$ cat src/rtl/srab_pkg.sv
package srab_pkg;

  typedef enum logic [1:0] {
    RB_IDLE  = 2'd0,
    RB_ARM   = 2'd1,
    RB_HOLD  = 2'd2,
    RB_SHIFT = 2'd3
  } rb_state_e;

  function automatic int frame_slots(input int aw, input int dw);
    return aw + dw + 2;
  endfunction

endpackage

$ cat src/rtl/srab_bit_sync.sv
module srab_bit_sync #(
  parameter int  STAGES  = 2,
  parameter logic RST_VAL = 1'b0
) (
  input  logic clk,
  input  logic rst_n,
  input  logic d_i,
  output logic q_o
);
  logic [STAGES-1:0] chain;

  always_ff @(posedge clk or negedge rst_n) begin
    if (!rst_n) chain <= {STAGES{RST_VAL}};
    else        chain <= {chain[STAGES-2:0], d_i};
  end

  assign q_o = chain[STAGES-1];
endmodule

$ cat src/rtl/srab_edge_sync.sv
module srab_edge_sync #(
  parameter int           N       = 2,
  parameter logic [N-1:0] RST_VAL = '0
) (
  input  logic         clk,
  input  logic         rst_n,
  input  logic [N-1:0] d_i,
  output logic [N-1:0] rise_o,
  output logic [N-1:0] fall_o
);
  logic [N-1:0] sync_q;
  logic [N-1:0] prev_q;

  for (genvar i = 0; i < N; i++) begin : g_bit
    srab_bit_sync #(.STAGES(2), .RST_VAL(RST_VAL[i])) u_sync (
      .clk  (clk),
      .rst_n(rst_n),
      .d_i  (d_i[i]),
      .q_o  (sync_q[i])
    );
  end

  always_ff @(posedge clk or negedge rst_n) begin
    if (!rst_n) prev_q <= RST_VAL;
    else        prev_q <= sync_q;
  end

  assign rise_o = sync_q & ~prev_q;
  assign fall_o = ~sync_q & prev_q;
endmodule

$ cat src/rtl/srab_frame_rx.sv
module srab_frame_rx #(
  parameter int AW = 4,
  parameter int DW = 10
) (
  input  logic          clk,
  input  logic          rst_n,
  input  logic          frame_start_i,
  input  logic          frame_end_i,
  input  logic          bit_strobe_i,
  input  logic          bit_val_i,
  output logic          done_o,
  output logic          is_rd_o,
  output logic [AW-1:0] addr_o,
  output logic [DW-1:0] data_o
);
  localparam int FLEN    = srab_pkg::frame_slots(AW, DW);
  localparam int KEEP_W  = AW + DW + 1;
  localparam int GAP_IDX = AW + 1;
  localparam int CW      = $clog2(FLEN + 2);

  logic              in_frame;
  logic [CW-1:0]     cnt;
  logic [KEEP_W-1:0] sh;

  always_ff @(posedge clk or negedge rst_n) begin
    if (!rst_n) begin
      in_frame <= 1'b0;
      cnt      <= '0;
      sh       <= '0;
      done_o   <= 1'b0;
    end else begin
      done_o <= 1'b0;
      if (frame_start_i) begin
        in_frame <= 1'b1;
        cnt      <= '0;
        sh       <= '0;
      end else if (frame_end_i) begin
        in_frame <= 1'b0;
        done_o   <= in_frame && (cnt == CW'(FLEN));
      end else if (in_frame && bit_strobe_i) begin
        if (cnt != CW'(FLEN + 1)) cnt <= cnt + 1'b1;
        if (cnt != CW'(GAP_IDX) && cnt < CW'(FLEN))
          sh <= {sh[KEEP_W-2:0], bit_val_i};
      end
    end
  end

  assign is_rd_o = sh[KEEP_W-1];
  assign addr_o  = sh[DW +: AW];
  assign data_o  = sh[DW-1:0];
endmodule

$ cat src/rtl/srab_rdback_tx.sv
module srab_rdback_tx #(
  parameter int DW = 10
) (
  input  logic          clk,
  input  logic          rst_n,
  input  logic          start_i,
  input  logic          abort_i,
  input  logic          sck_rise_i,
  input  logic          sck_fall_i,
  input  logic [DW-1:0] rd_data_i,
  output logic          sdo_o
);
  import srab_pkg::*;
  localparam int CW = $clog2(DW + 1);

  rb_state_e     st;
  logic [DW-1:0] sh;
  logic [CW-1:0] cnt;

  always_ff @(posedge clk or negedge rst_n) begin
    if (!rst_n) begin
      st    <= RB_IDLE;
      sh    <= '0;
      cnt   <= '0;
      sdo_o <= 1'b0;
    end else if (abort_i) begin
      st    <= RB_IDLE;
      sdo_o <= 1'b0;
    end else if (start_i) begin
      st    <= RB_ARM;
      sdo_o <= 1'b0;
    end else begin
      unique case (st)
        RB_ARM: if (sck_rise_i) begin
          sh <= rd_data_i;
          st <= RB_HOLD;
        end
        RB_HOLD: if (sck_fall_i) begin
          sdo_o <= sh[DW-1];
          sh    <= {sh[DW-2:0], 1'b0};
          cnt   <= '0;
          st    <= RB_SHIFT;
        end
        RB_SHIFT: if (sck_fall_i) begin
          if (cnt == CW'(DW - 1)) begin
            sdo_o <= 1'b0;
            st    <= RB_IDLE;
          end else begin
            sdo_o <= sh[DW-1];
            sh    <= {sh[DW-2:0], 1'b0};
            cnt   <= cnt + 1'b1;
          end
        end
        default: ;
      endcase
    end
  end
endmodule

$ cat src/rtl/ser_reg_bridge.sv
module ser_reg_bridge #(
  parameter int ADDR_W = 4,
  parameter int DATA_W = 10
) (
  input  logic              clk,
  input  logic              rst_n,
  input  logic              load_n_i,
  input  logic              sclk_i,
  input  logic              sdi_i,
  output logic              sdo_o,
  output logic              wr_valid_o,
  input  logic              wr_ready_i,
  output logic [ADDR_W-1:0] wr_addr_o,
  output logic [DATA_W-1:0] wr_data_o,
  output logic              rd_req_o,
  output logic [ADDR_W-1:0] rd_addr_o,
  input  logic [DATA_W-1:0] rd_data_i
);
  localparam int LD = 1;
  localparam int SK = 0;

  logic [1:0]        rise_v, fall_v;
  logic              ld_rise, ld_fall, sck_rise, sck_fall;
  logic              sdi_s;
  logic              rx_done, rx_is_rd;
  logic [ADDR_W-1:0] rx_addr;
  logic [DATA_W-1:0] rx_data;
  logic              wr_fire, wr_take, rd_take;

  srab_edge_sync #(.N(2), .RST_VAL(2'b10)) u_edges (
    .clk   (clk),
    .rst_n (rst_n),
    .d_i   ({load_n_i, sclk_i}),
    .rise_o(rise_v),
    .fall_o(fall_v)
  );

  srab_bit_sync #(.STAGES(2), .RST_VAL(1'b0)) u_sdi (
    .clk  (clk),
    .rst_n(rst_n),
    .d_i  (sdi_i),
    .q_o  (sdi_s)
  );

  assign ld_rise  = rise_v[LD];
  assign ld_fall  = fall_v[LD];
  assign sck_rise = rise_v[SK];
  assign sck_fall = fall_v[SK];

  srab_frame_rx #(.AW(ADDR_W), .DW(DATA_W)) u_rx (
    .clk          (clk),
    .rst_n        (rst_n),
    .frame_start_i(ld_fall),
    .frame_end_i  (ld_rise),
    .bit_strobe_i (sck_rise),
    .bit_val_i    (sdi_s),
    .done_o       (rx_done),
    .is_rd_o      (rx_is_rd),
    .addr_o       (rx_addr),
    .data_o       (rx_data)
  );

  assign wr_fire = wr_valid_o && wr_ready_i;
  assign wr_take = rx_done && !rx_is_rd && (!wr_valid_o || wr_fire);
  assign rd_take = rx_done && rx_is_rd;

  always_ff @(posedge clk or negedge rst_n) begin
    if (!rst_n) begin
      wr_valid_o <= 1'b0;
      wr_addr_o  <= '0;
      wr_data_o  <= '0;
      rd_req_o   <= 1'b0;
      rd_addr_o  <= '0;
    end else begin
      if (wr_take) begin
        wr_valid_o <= 1'b1;
        wr_addr_o  <= rx_addr;
        wr_data_o  <= rx_data;
      end else if (wr_fire) begin
        wr_valid_o <= 1'b0;
      end
      rd_req_o <= rd_take;
      if (rd_take) rd_addr_o <= rx_addr;
    end
  end

  srab_rdback_tx #(.DW(DATA_W)) u_tx (
    .clk       (clk),
    .rst_n     (rst_n),
    .start_i   (rd_take),
    .abort_i   (ld_fall),
    .sck_rise_i(sck_rise),
    .sck_fall_i(sck_fall),
    .rd_data_i (rd_data_i),
    .sdo_o     (sdo_o)
  );
endmodule

$ cat config.mk
export PLATFORM = sky130hd
export DESIGN_NAME = ser_reg_bridge
export DESIGN_NICKNAME = d
export VERILOG_FILES = /design/src/rtl/srab_pkg.sv /design/src/rtl/srab_bit_sync.sv /design/src/rtl/srab_edge_sync.sv /design/src/rtl/srab_frame_rx.sv /design/src/rtl/srab_rdback_tx.sv /design/src/rtl/ser_reg_bridge.sv
export SDC_FILE = /design/constraint.sdc
export NUM_CORES = 1
export LEC_CHECK = 0
export BUFFER_PORTS_ARGS = -buffer_cell sky130_fd_sc_hd__clkbuf_2
export CAP_MARGIN = 20
export CORE_MARGIN = 1.5
export CORE_UTILIZATION = 62
export DETAILED_ROUTE_END_ITERATION = 16
export GPL_ROUTABILITY_DRIVEN = 1
export MAX_ROUTING_LAYER = met4
export PLACE_DENSITY_LB_ADDON = 0.1
export SLEW_MARGIN = 25
export SYNTH_ARGS = -nofsm -noshare
export SYNTH_HDL_FRONTEND = slang
export SYNTH_SLANG_ARGS = --single-unit
$ cat constraint.sdc
create_clock -name clk -period 6.6 [get_ports clk]
set_clock_uncertainty 0.1 [all_clocks]
set_input_delay 0.33 -clock clk [delete_from_list [all_inputs] [get_ports clk]]
set_output_delay 0.33 -clock clk [all_outputs]
set_load 0.005 [all_outputs]
==> results of run 1 <==
## registers in the layout (all words and copies together), names as in the netlist, 2 cells and up
signal	cells
u_rx.cnt	5
u_tx.cnt	4
u_edges.prev_q	2
wr_addr_o	4
rd_addr_o	4
u_edges.g_bit.u_sync.chain	4
wr_data_o	10
u_tx.st	2
u_rx.sh	15
u_tx.sh	10
u_sdi.chain	2
## per-layer routing
layer,global-route usage,part of all wire
met1,0.3208,0.47
met2,0.3443,0.47
met3,0.04938,0.033
met4,0.1358,0.024
met5,-,0
## cells in the final DEF (no fill, tap or decap), types with 3 or more instances in the layout
cell type and n:
a21oi_1 5, a22o_1 3, buf_4 3, bufinv_16 3, clkbuf_2 35, clkbuf_8 10, clkinvlp_4 3, dfrtp_1 64
dfstp_2 3, dlygate4sd3_1 3, ha_1 13, inv_1 26, mux2_2 9, mux2_4 8, mux2i_1 4, nand2_1 25
nand2b_1 3, nand3_1 3, nand3b_1 4, nand4_1 15, nor2_1 5, o21ai_0 40, o22ai_1 3
## synthesized netlist by cell type (all sizes together) (3+ instances only)
master | instances | area, µm²
dfrtp | 64 | 1602
o21ai | 41 | 209.0
inv | 28 | 107.6
nand2 | 26 | 100.1
mux2 | 18 | 232.7
nand4 | 15 | 93.84
ha | 13 | 162.7
buf | 8 | 57.55
a21oi | 6 | 41.29
nor2 | 6 | 38.79
mux2i | 4 | 40.04
nand3b | 4 | 30.03
a22o | 3 | 26.28
clkbuf | 3 | 11.26
dfstp | 3 | 78.83
nand2b | 3 | 18.77
nand3 | 3 | 15.01
o22ai | 3 | 18.77
## critical path, stage by stage (launching register included)
cell and delay (ns):
dfstp_2 0.55, ha_1 0.31, inv_2 0.21, a21oi_1 0.22, buf_4 0.26, o21a_1 0.44, o21ai_0 0.19
## how the worst max path moves through the flow
stage	from	end	depth (start not counted)
after detailed placement	u_edges.prev_q[1]$_DFF_PN1_	u_rx.sh[11]$_DFFE_PN0P_	6
after floorplan	u_edges.g_bit[1].u_sync.chain[1]$_DFF_PN1_	u_tx.sh[1]$_DFFE_PN0P_	8
after global routing	u_edges.prev_q[1]$_DFF_PN1_	u_rx.sh[11]$_DFFE_PN0P_	6
final	u_edges.prev_q[1]$_DFF_PN1_	u_rx.sh[11]$_DFFE_PN0P_	6
after CTS	u_edges.prev_q[1]$_DFF_PN1_	u_rx.sh[11]$_DFFE_PN0P_	6
after global placement	u_edges.prev_q[1]$_DFF_PN1_	u_rx.sh[11]$_DFFE_PN0P_	6
## stage by stage
stage | cells | setup WS, ns | util
floorplan | 273 | 4.538 | -
global placement | 368 | 4.286 | 0.6929
detailed placement | 368 | 4.225 | 0.6929
CTS | 387 | 4.192 | 0.7518
global route | 387 | 4.005 | 0.7518
finish | 387 | 4.180 | 0.7518
## area by class of cell
class                           count  area share
Clock inverter                      6     0.03150
Clock buffer                       10     0.03850
Inverter                           28     0.03010
Tap cell                           67     0.02345
Multi-Input combinational cell    167      0.3413
Timing Repair Buffer               42     0.06510
Sequential cell                    67      0.4701
## where the power goes
part | total, mW | leakage (nW) | switching [mW] | internal [mW]
clock | 0.417 | 0.115 | 0.156 | 0.261
combinational | 0.101 | 0.716 | 0.0618 | 0.0394
sequential | 0.460 | 0.896 | 0.0220 | 0.438
total | 0.978 | 1.73 | 0.240 | 0.738
## repair_timing
item | in CTS | in global routing
hold buffers | 3 | 0
gates resized for setup | 0 | 0
hold endpoints to repair | 3 | 0
## cells by family after synthesis
family / count (synthesis) / share of synthesized area
mux: 22 / 0.08866
compound gates: 65 / 0.1305
fa+ha+maj: 13 / 0.05287
flops: 67 / 0.5462
simple gates: 67 / 0.1244
buf+inv: 39 / 0.05734
==> key figures, run 1 <==
Routing
  – TritonRoute pass-1 iters: 4
  – Drt wl/cell: 14.14 µm
  – Routed WL: 5473 µm
  – Via count: 2081
  – DRC: 0
  – Antenna viol nets, final: 0
  – DR iter-0 viols: 156
  – Vias/cell: 5.377

Finish
  – # diodes: 0
  – Total Nets Final: 344
  – Final Cell Area: 3575 µm²
  – Syn-to-layout area delta: 16.19%
  – Filler Cell Count: 356
  – FF/Latch Area: 1680 µm²
  – Share of cells above drive strength 1: 0.2656
  – Multi-input logic area: 1220 µm²

Floorplanning
  – Initial core utilization: 0.6471
  – I/O pins: 37
  – Placeable Area: 4755 µm²
  – Total die area: 5394 µm²
  – DIE WIDTH: 73.45 µm
  – Num rows: 25
  – Die H: 73.45 µm

STA
  – Fin crit period: 2.420 ns
  – Setup TNS: 0 ns
  – Worst hold slack: 0.05203 ns
  – RSZ-0062 raised after global routing: no
  – Final hold viol count: 0
  – Slew @ Worst Pin: 0.8104 ns
  – Setup violations, final: 0
  – FMAX: 413.3 MHz
  – Period utilization: 0.3666
  – Worst relative slew slack: 0.4582
  – Fin. max-slew vios: 0

Synth
  – FF+latch count, synth: 67
  – Async S/R FF share, synth: 1.000
  – Syn Inst Count: 273
  – Number of flops mapped to enable cells by yosys: 0
  – Synth Flop Type: dfrtp_1
  – Synth Area per Inst: 11.27 µm²
  – Synth warn: 0
  – Post-synthesis sequential area ratio: 0.5462
  – Post-synth cell types: 47
  – Syn_nets: 302
  – Mapped cell area: 3077 µm²

Global routing
  – Initial antenna violation count: 0
  – GRT Overall Usage: 0.2408
  – First-pass GRT wire length: 9335 µm
  – Number of global-route vias before repair: 2039
  – Largest net degree at the start of global routing: 68
  – Total grt overflow: 0

Critical path
  – R2R setup slack: 4.18 ns
  – Reg2reg start: u_edges.prev_q[1]$_DFF_PN1_
  – Worst r2r dst: u_rx.sh[11]$_DFFE_PN0P_
  – Arrival time at the worst endpoint: 2.52 ns
  – Startpoint type of the worst setup path: flip-flop
  – WS Path Type: reg2reg
  – WP data required: 6.70 ns
  – Critical Path End Type: flip-flop
  – Worst R2R Path Depth: 6
  – CP Max Fanout: 20

Clock tree
  – Worst-skew pair later-pin latency: 0.34 ns
  – Clk sinks: 67
  – TritonCTS clock tree: built
  – Post-CTS Setup Repair Bufs: 0
  – H-tree level count: 3
  – Clock transition at path regs: 0.07 ns
  – CTS max path bufs: 2
  – Root buffer selected by CTS: clkbuf_8
  – Number of CTS-inserted buffers: 9

Power
  – Worst ir drop on vdd: 215.1 µV
  – Pleak: 1.727 nW
  – Pwr dens: 273.6 nW/µm²
  – Power, Total: 0.9780 mW

Min path
  – Hold/Removal Path Class: in2async

Placement
  – Port bufs: 36
  – Final HPWL DP: 3664 µm
  – Placer Congestion: 0.8733
  – Placement Cell Area: 3294 µm²

Outcome
  – Status: complete, no violations

Flow run
  – MaxCap Viol Count: 0
(Power assumes the default switching activity.)
==> inputs of run 2 (changes only) <==
- CORE_UTILIZATION: 62 -> 57
- clock period: 6.6 -> 2.3 ns (I/O delays scaled with it)
==> run 2 against run 1 <==
Clock power grew to 2.5 times the previous value. Cell area is 2.3% higher. Worst hold slack worse by 0.029 ns. Sequential power grew to 2.9 times the previous value. Sequential share of layout area is 1.1 points lower. Non-clock buffer count is 12 higher. Global-route usage is 1.4 points lower. Wire length is 5.1% higher. Power grew to 2.7 times the previous value. Maximum frequency is 9.5% higher. Combinational power grew to 3.0 times the previous value. Highest routed layer unchanged.
==> key figures, run 2 (same netlist as run 1, synthesis figures left out) <==
Routing
  – DR iter-0 viols: 198
  – Vias/cell: 5.440
  – Drt wl/cell: 14.31 µm
  – Antenna viol nets, final: 0
  – TritonRoute pass-1 iters: 4
  – Via count: 2187
  – DRC: 0
  – Routed WL: 5751 µm

Clock tree
  – Post-CTS Setup Repair Bufs: 0
  – CTS max path bufs: 2
  – Clock transition at path regs: 0.07 ns
  – TritonCTS clock tree: built
  – Root buffer selected by CTS: clkbuf_8
  – Number of CTS-inserted buffers: 9
  – Clk sinks: 67
  – H-tree level count: 3
  – Worst-skew pair later-pin latency: 0.34 ns

STA
  – Fin. max-slew vios: 0
  – RSZ-0062 raised after global routing: no
  – FMAX: 452.5 MHz
  – Setup violations, final: 0
  – Final hold viol count: 0
  – Setup TNS: 0 ns
  – Fin crit period: 2.210 ns
  – Period utilization: 0.9609
  – Slew @ Worst Pin: 0.6288 ns
  – Worst relative slew slack: 0.5808

Global routing
  – Largest net degree at the start of global routing: 29
  – Number of global-route vias before repair: 2118
  – First-pass GRT wire length: 9977 µm
  – Initial antenna violation count: 0
  – GRT Overall Usage: 0.2273
  – Total grt overflow: 0

Min path
  – Hold/Removal Path Class: in2reg

Finish
  – Max FFs per register: 15
  – Share of cells above drive strength 1: 0.2801
  – Most frequent cells in the layout: 64 x dfrtp_1, 40 x o21ai_0, 35 x clkbuf_2, 26 x inv_1, 25 x nand2_1
  – Most common cell after layout, fill and taps aside: dfrtp_1
  – Largest Register: u_rx.sh
  – Syn-to-layout area delta: 18.87%
  – Total Nets Final: 356
  – Biggest regs: u_rx.sh x15, u_tx.sh x10, wr_data_o x10
  – # diodes: 0

Placement
  – Port bufs: 36
  – Placer Congestion: 0.8312
  – Final HPWL DP: 3927 µm

Critical path
  – CP Max Fanout: 10
  – Startpoint type of the worst setup path: flip-flop
  – Worst R2R Path Depth: 6
  – R2R setup slack: 0.09 ns
  – Arrival time at the worst endpoint: 2.33 ns
  – Worst r2r dst: u_tx.sh[4]$_DFFE_PN0P_
  – Critical path origin: u_edges.g_bit[1].u_sync.chain[1]$_DFF_PN1_
  – WP data required: 2.42 ns
  – Critical Path End Type: flip-flop
  – WS Path Type: reg2reg
  – Reg2reg start: u_edges.g_bit[1].u_sync.chain[1]$_DFF_PN1_
  – Crit path capture: u_tx.sh[4]$_DFFE_PN0P_

Floorplanning
  – I/O pins: 37
  – Num rows: 26
  – Initial core utilization: 0.5986
  – Placeable Area: 5140 µm²
  – Total die area: 5848 µm²
  – DIE WIDTH: 76.47 µm
  – Die H: 76.47 µm

Power
  – Power, Total: 2.676 mW
  – Pleak: 1.771 nW
  – Worst ir drop on vdd: 567.1 µV
  – Pwr dens: 731.6 nW/µm²

Flow run
  – MaxCap Viol Count: 0

Outcome
  – Status: complete, no violations
## run 2: cell types whose count changed in the layout (fill, tap and decap cells not counted)
| cell | previous run | this run |
|---|---|---|
| buf_4 | 3 | 10 |
| dlygate4sd3_1 | 3 | 7 |
| clkinv_2 | 0 | 2 |
| buf_12 | 0 | 1 |
| bufinv_16 | 3 | 2 |
| clkbuf_8 | 10 | 9 |
## run 2: critical path, stage by stage (launching register included)
cell and delay, ns:
dfstp_2 0.56, inv_1 0.07, ha_1 0.23, a21oi_4 0.18
o21ai_2 0.08, a211o_1 0.49, mux2_4 0.38
## run 2: power by group
group / total, mW / leakage (nW) / internal, mW / switching (mW)
clock: 1.06 / 0.101 / 0.606 / 0.453
combinational: 0.299 / 0.774 / 0.125 / 0.174
sequential: 1.32 / 0.896 / 1.26 / 0.0621
total: 2.68 / 1.77 / 1.99 / 0.689
## run 2: what timing repair did
action	4_1_cts	5_1_grt
endpoints found under the hold margin	31	0
hold buffers	7	0
gates resized for setup	0	0
## run 2: area by class of cell
type	instances	area (µm²)
Clock buffer	9	123.9
Clock inverter	7	92.59
Fill cell	428	1483
Inverter	28	107.6
Multi-Input combinational cell	167	1220
Sequential cell	67	1680
Tap cell	70	87.58
Timing Repair Buffer	54	345.3
## run 2: per-stage QoR
step / setup WS [ns] / area, µm² / utilization / hold WS, ns / std cells
2_1_floorplan: 0.2385 / 3077 / - / -0.2806 / 273
3_3_place_gp: 0.1394 / 3371 / 0.6558 / 0.06668 / 379
3_5_place_dp: 0.06566 / 3371 / 0.6558 / 0.06457 / 379
4_1_cts: 0.05865 / 3657 / 0.7115 / 0.007477 / 402
5_1_grt: 0.007961 / 3657 / 0.7115 / 0.03720 / 402
6_report: 0.08989 / 3657 / 0.7115 / 0.02287 / 402
## run 2: per-layer routing
layer	up-vias	GRT usage	wire length, µm
li1	1064	-	-
met1	1051	0.3010	2745
met2	63	0.3304	2606
met3	9	0.05749	288
met4	0	0.1056	110
met5	-	-	0
## run 2: worst min path at each step
| stage | start | end | slack, ns | cells after the start |
|---|---|---|---|---|
| 2_1_floorplan | rst_n | rd_addr_o[0]$_DFFE_PN0P_ | -0.28 | 0 |
| 4_1_cts | rd_data_i[1] | u_tx.sh[1]$_DFFE_PN0P_ | 0.007 | 4 |
| 6_report | rd_data_i[1] | u_tx.sh[1]$_DFFE_PN0P_ | 0.02 | 4 |
| 3_5_place_dp | rst_n | rd_addr_o[0]$_DFFE_PN0P_ | 0.06 | 1 |
| 5_1_grt | rd_data_i[8] | u_tx.sh[8]$_DFFE_PN0P_ | 0.04 | 3 |
| 3_3_place_gp | rst_n | rd_addr_o[0]$_DFFE_PN0P_ | 0.07 | 1 |
==> inputs of run 3 (changes only) <==
- ABC_AREA: unset -> 1
- CORE_UTILIZATION: 57 -> 58
==> run 3 against run 2 <==
Clock power rose by 14%. Synthesized cell count rose by 39%. Area after synthesis rose by 3.8%. Sequential share of layout area fell by 2.2 points.
==> key figures, run 3 <==
Floorplanning
  – Die H: 77.20 µm
  – DIE WIDTH: 77.20 µm
  – Placeable Area: 5205 µm²
  – I/O pins: 37
  – Initial core utilization: 0.6135
  – Num rows: 26
  – Total die area: 5959 µm²

Global routing
  – Total grt overflow: 0
  – GRT Overall Usage: 0.2426
  – Largest net degree at the start of global routing: 37
  – Number of global-route vias before repair: 2528
  – First-pass GRT wire length: 11040 µm
  – Initial antenna violation count: 0

Finish
  – Most common cell after layout, fill and taps aside: nand2_1
  – Max FFs per register: 15
  – Share of cells above drive strength 1: 0.1708
  – Most frequent cells in the layout: 148 x nand2_1, 64 x dfrtp_1, 36 x inv_1, 35 x clkbuf_2
  – Syn-to-layout area delta: 20.22%
  – Multi-input logic area: 1297 µm²
  – Filler Cell Count: 401
  – Largest Register: u_rx.sh
  – FF/Latch Area: 1680 µm²
  – Final Cell Area: 3839 µm²
  – Biggest regs: u_rx.sh x15, u_tx.sh x10, wr_data_o x10
  – Total Nets Final: 463
  – Final Non-Filler Cells: 509
  – # diodes: 0

Critical path
  – CP Max Fanout: 10
  – Critical Path End Type: flip-flop
  – Worst path buffer plus inverter count: 2
  – Top delay family on crit path: flip-flops
  – Peak per-stage delay on the critical path: 0.56 ns
  – Worst R2R Path Depth: 8
  – Cell repeated most along the worst path: nand2_1
  – Slowest CP cell: dfstp_2
  – Worst path depth: 8
  – WP data required: 2.42 ns
  – Arrival time at the worst endpoint: 2.05 ns
  – Crit-path cells: inv_1, ha_1, inv_2, nand2_2, a21oi_4, nand4_4, nand2_1, nand2_1
  – Startpoint type of the worst setup path: flip-flop
  – WS Path Type: reg2reg

STA
  – Fin crit period: 1.935 ns
  – Setup TNS: 0 ns
  – RSZ-0062 raised after global routing: no
  – Fin. max-slew vios: 0
  – Slew @ Worst Pin: 0.7187 ns
  – Worst hold slack: 0.005337 ns
  – Period utilization: 0.8415
  – Worst relative slew slack: 0.5208
  – Setup violations, final: 0
  – Final hold viol count: 0
  – FMAX: 516.7 MHz

Synth
  – Async S/R FF share, synth: 1.000
  – Synth Area per Inst: 8.425 µm²
  – Post-synthesis sequential area ratio: 0.5263
  – Synth Area in Compound Gates: 0.05016
  – Yosys top cell area share: 0.5016
  – Number of flops mapped to enable cells by yosys: 0
  – Count leader, synth: nand2_1
  – XOR/XNOR Fraction of Synth Area: 0.01097
  – Synth top area cells: dfrtp_1 50%, nand2_1 17%, ha_1 5.1%
  – FF+latch count, synth: 67
  – Syn_nets: 408
  – Syn Inst Count: 379
  – Synth Flop Type: dfrtp_1
  – Synth warn: 0
  – Post-synth cell types: 27
  – Mapped cell area: 3193 µm²
  – Mux contribution to synthesized area: 0
  – Largest family of logic cells by synthesized area: simple AND/OR/NAND/NOR gates
  – Simple-gate area share of the yosys netlist: 0.2943
  – Largest area contributor in the netlist: dfrtp_1
  – Post-Synth Adder-Cell Area: 0.05094
  – Leading cell types by count after synthesis: 148 x nand2_1, 64 x dfrtp_1, 36 x inv_1

Clock tree
  – Clk sinks: 67
  – TritonCTS clock tree: built
  – Clock transition at path regs: 0.07 ns
  – Root buffer selected by CTS: clkbuf_8
  – Post-CTS Setup Repair Bufs: 0
  – CTS resizes: 0
  – H-tree level count: 3
  – Hold buffer count at CTS: 14
  – Worst-skew pair later-pin latency: 0.34 ns
  – CTS max path bufs: 2
  – Number of CTS-inserted buffers: 9

Routing
  – Via count: 2491
  – Antenna viol nets, final: 0
  – DR iter-0 viols: 151
  – Routed WL: 6060 µm
  – TritonRoute pass-1 iters: 4
  – DRC: 0
  – Drt wl/cell: 11.91 µm
  – Vias/cell: 4.894

Placement
  – Placement Cell Area: 3446 µm²
  – Cells after DPL: 479
  – Placer Congestion: 0.8989
  – Final HPWL DP: 4082 µm
  – Port bufs: 36

Outcome
  – Status: complete, no violations

Flow run
  – MaxCap Viol Count: 0

Power
  – Worst ir drop on vdd: 671.1 µV
  – Pwr dens: 994.0 nW/µm²
  – Power, Total: 3.816 mW
  – Pleak: 2.070 nW

Min path
  – Hold/Removal Path Class: in2reg
  – Hold Path Depth: 5
==> run 3: cell types whose count changed after synthesis, moves of 4 or more <==
cell,previous run,this run
inv_1,26,36
mux2_2,9,0
mux2_4,8,0
inv_2,1,6
mux2i_1,4,0
nor2_1,5,25
nand2_1,25,148
nand4_1,15,2
o21ai_0,40,25
nand3_1,3,25
==> run 3: final cells by class <==
| cell class | instances | area share |
|---|---|---|
| clock buffer | 12 | 0.04042 |
| tap | 70 | 0.02282 |
| clock inverter | 4 | 0.02542 |
| multi-input combinational | 260 | 0.3380 |
| sequential | 67 | 0.4377 |
| inverter | 42 | 0.04107 |
| timing repair buffer | 54 | 0.09452 |
==> run 3: through the flow <==
stage,util,setup slack [ns]
after floorplan,-,0.6074
after global placement,0.6620,0.4930
after detailed placement,0.6620,0.3944
after CTS,0.7375,0.3764
after global routing,0.7375,0.2529
final,0.7375,0.3646
==> run 3: per-layer routing <==
metal / wire, µm / up-vias / global-route usage
li1: - / 1280 / -
met5: 0 / - / -
met1: 2715 / 1142 / 0.2943
met4: 113 / 0 / 0.1182
met2: 2981 / 57 / 0.3886
met3: 249 / 12 / 0.04762
==> run 3: logic make-up after synthesis <==
family,after synthesis
flops,67
compound gates,29
fa+ha+maj,13
simple gates,214
buf+inv,52
xor+xnor,4
==> run 3: final timing paths <==
| check | start | endpoint | slack, ns |
|---|---|---|---|
| worst max-delay path | u_edges.g_bit[1].u_sync.chain[1]$_DFF_PN1_ | u_tx.sh[5]$_DFFE_PN0P_ | 0.36 |
| worst min-delay path | rd_data_i[1] | u_tx.sh[1]$_DFFE_PN0P_ | 0.005 |
| worst max register to register | u_edges.g_bit[1].u_sync.chain[1]$_DFF_PN1_ | u_tx.sh[5]$_DFFE_PN0P_ | 0.36 |
| worst min register to register | u_sdi.chain[0]$_DFF_PN0_ | u_sdi.chain[1]$_DFF_PN0_ | 0.25 |
| max in group asynchronous | rst_n | u_tx.sh[9]$_DFFE_PN0P_ | 1.20 |
| min in group asynchronous | rst_n | u_rx.sh[14]$_DFFE_PN0P_ | 0.27 |
==> run 3: power breakdown <==
part / internal (mW) / switching [mW] / total [mW]
logic: 0.378 / 0.722 / 1.10
registers: 1.37 / 0.141 / 1.51
clock network: 0.780 / 0.429 / 1.21
total: 2.52 / 1.29 / 3.82
==> run 3: worst reg2reg max path, cell delays in order, from the launching register on <==
cell and delay (ns):
dfstp_2 0.56, inv_1 0.07, ha_1 0.27, inv_2 0.11, nand2_2 0.09, a21oi_4 0.23
nand4_4 0.20, nand2_1 0.13, nand2_1 0.06
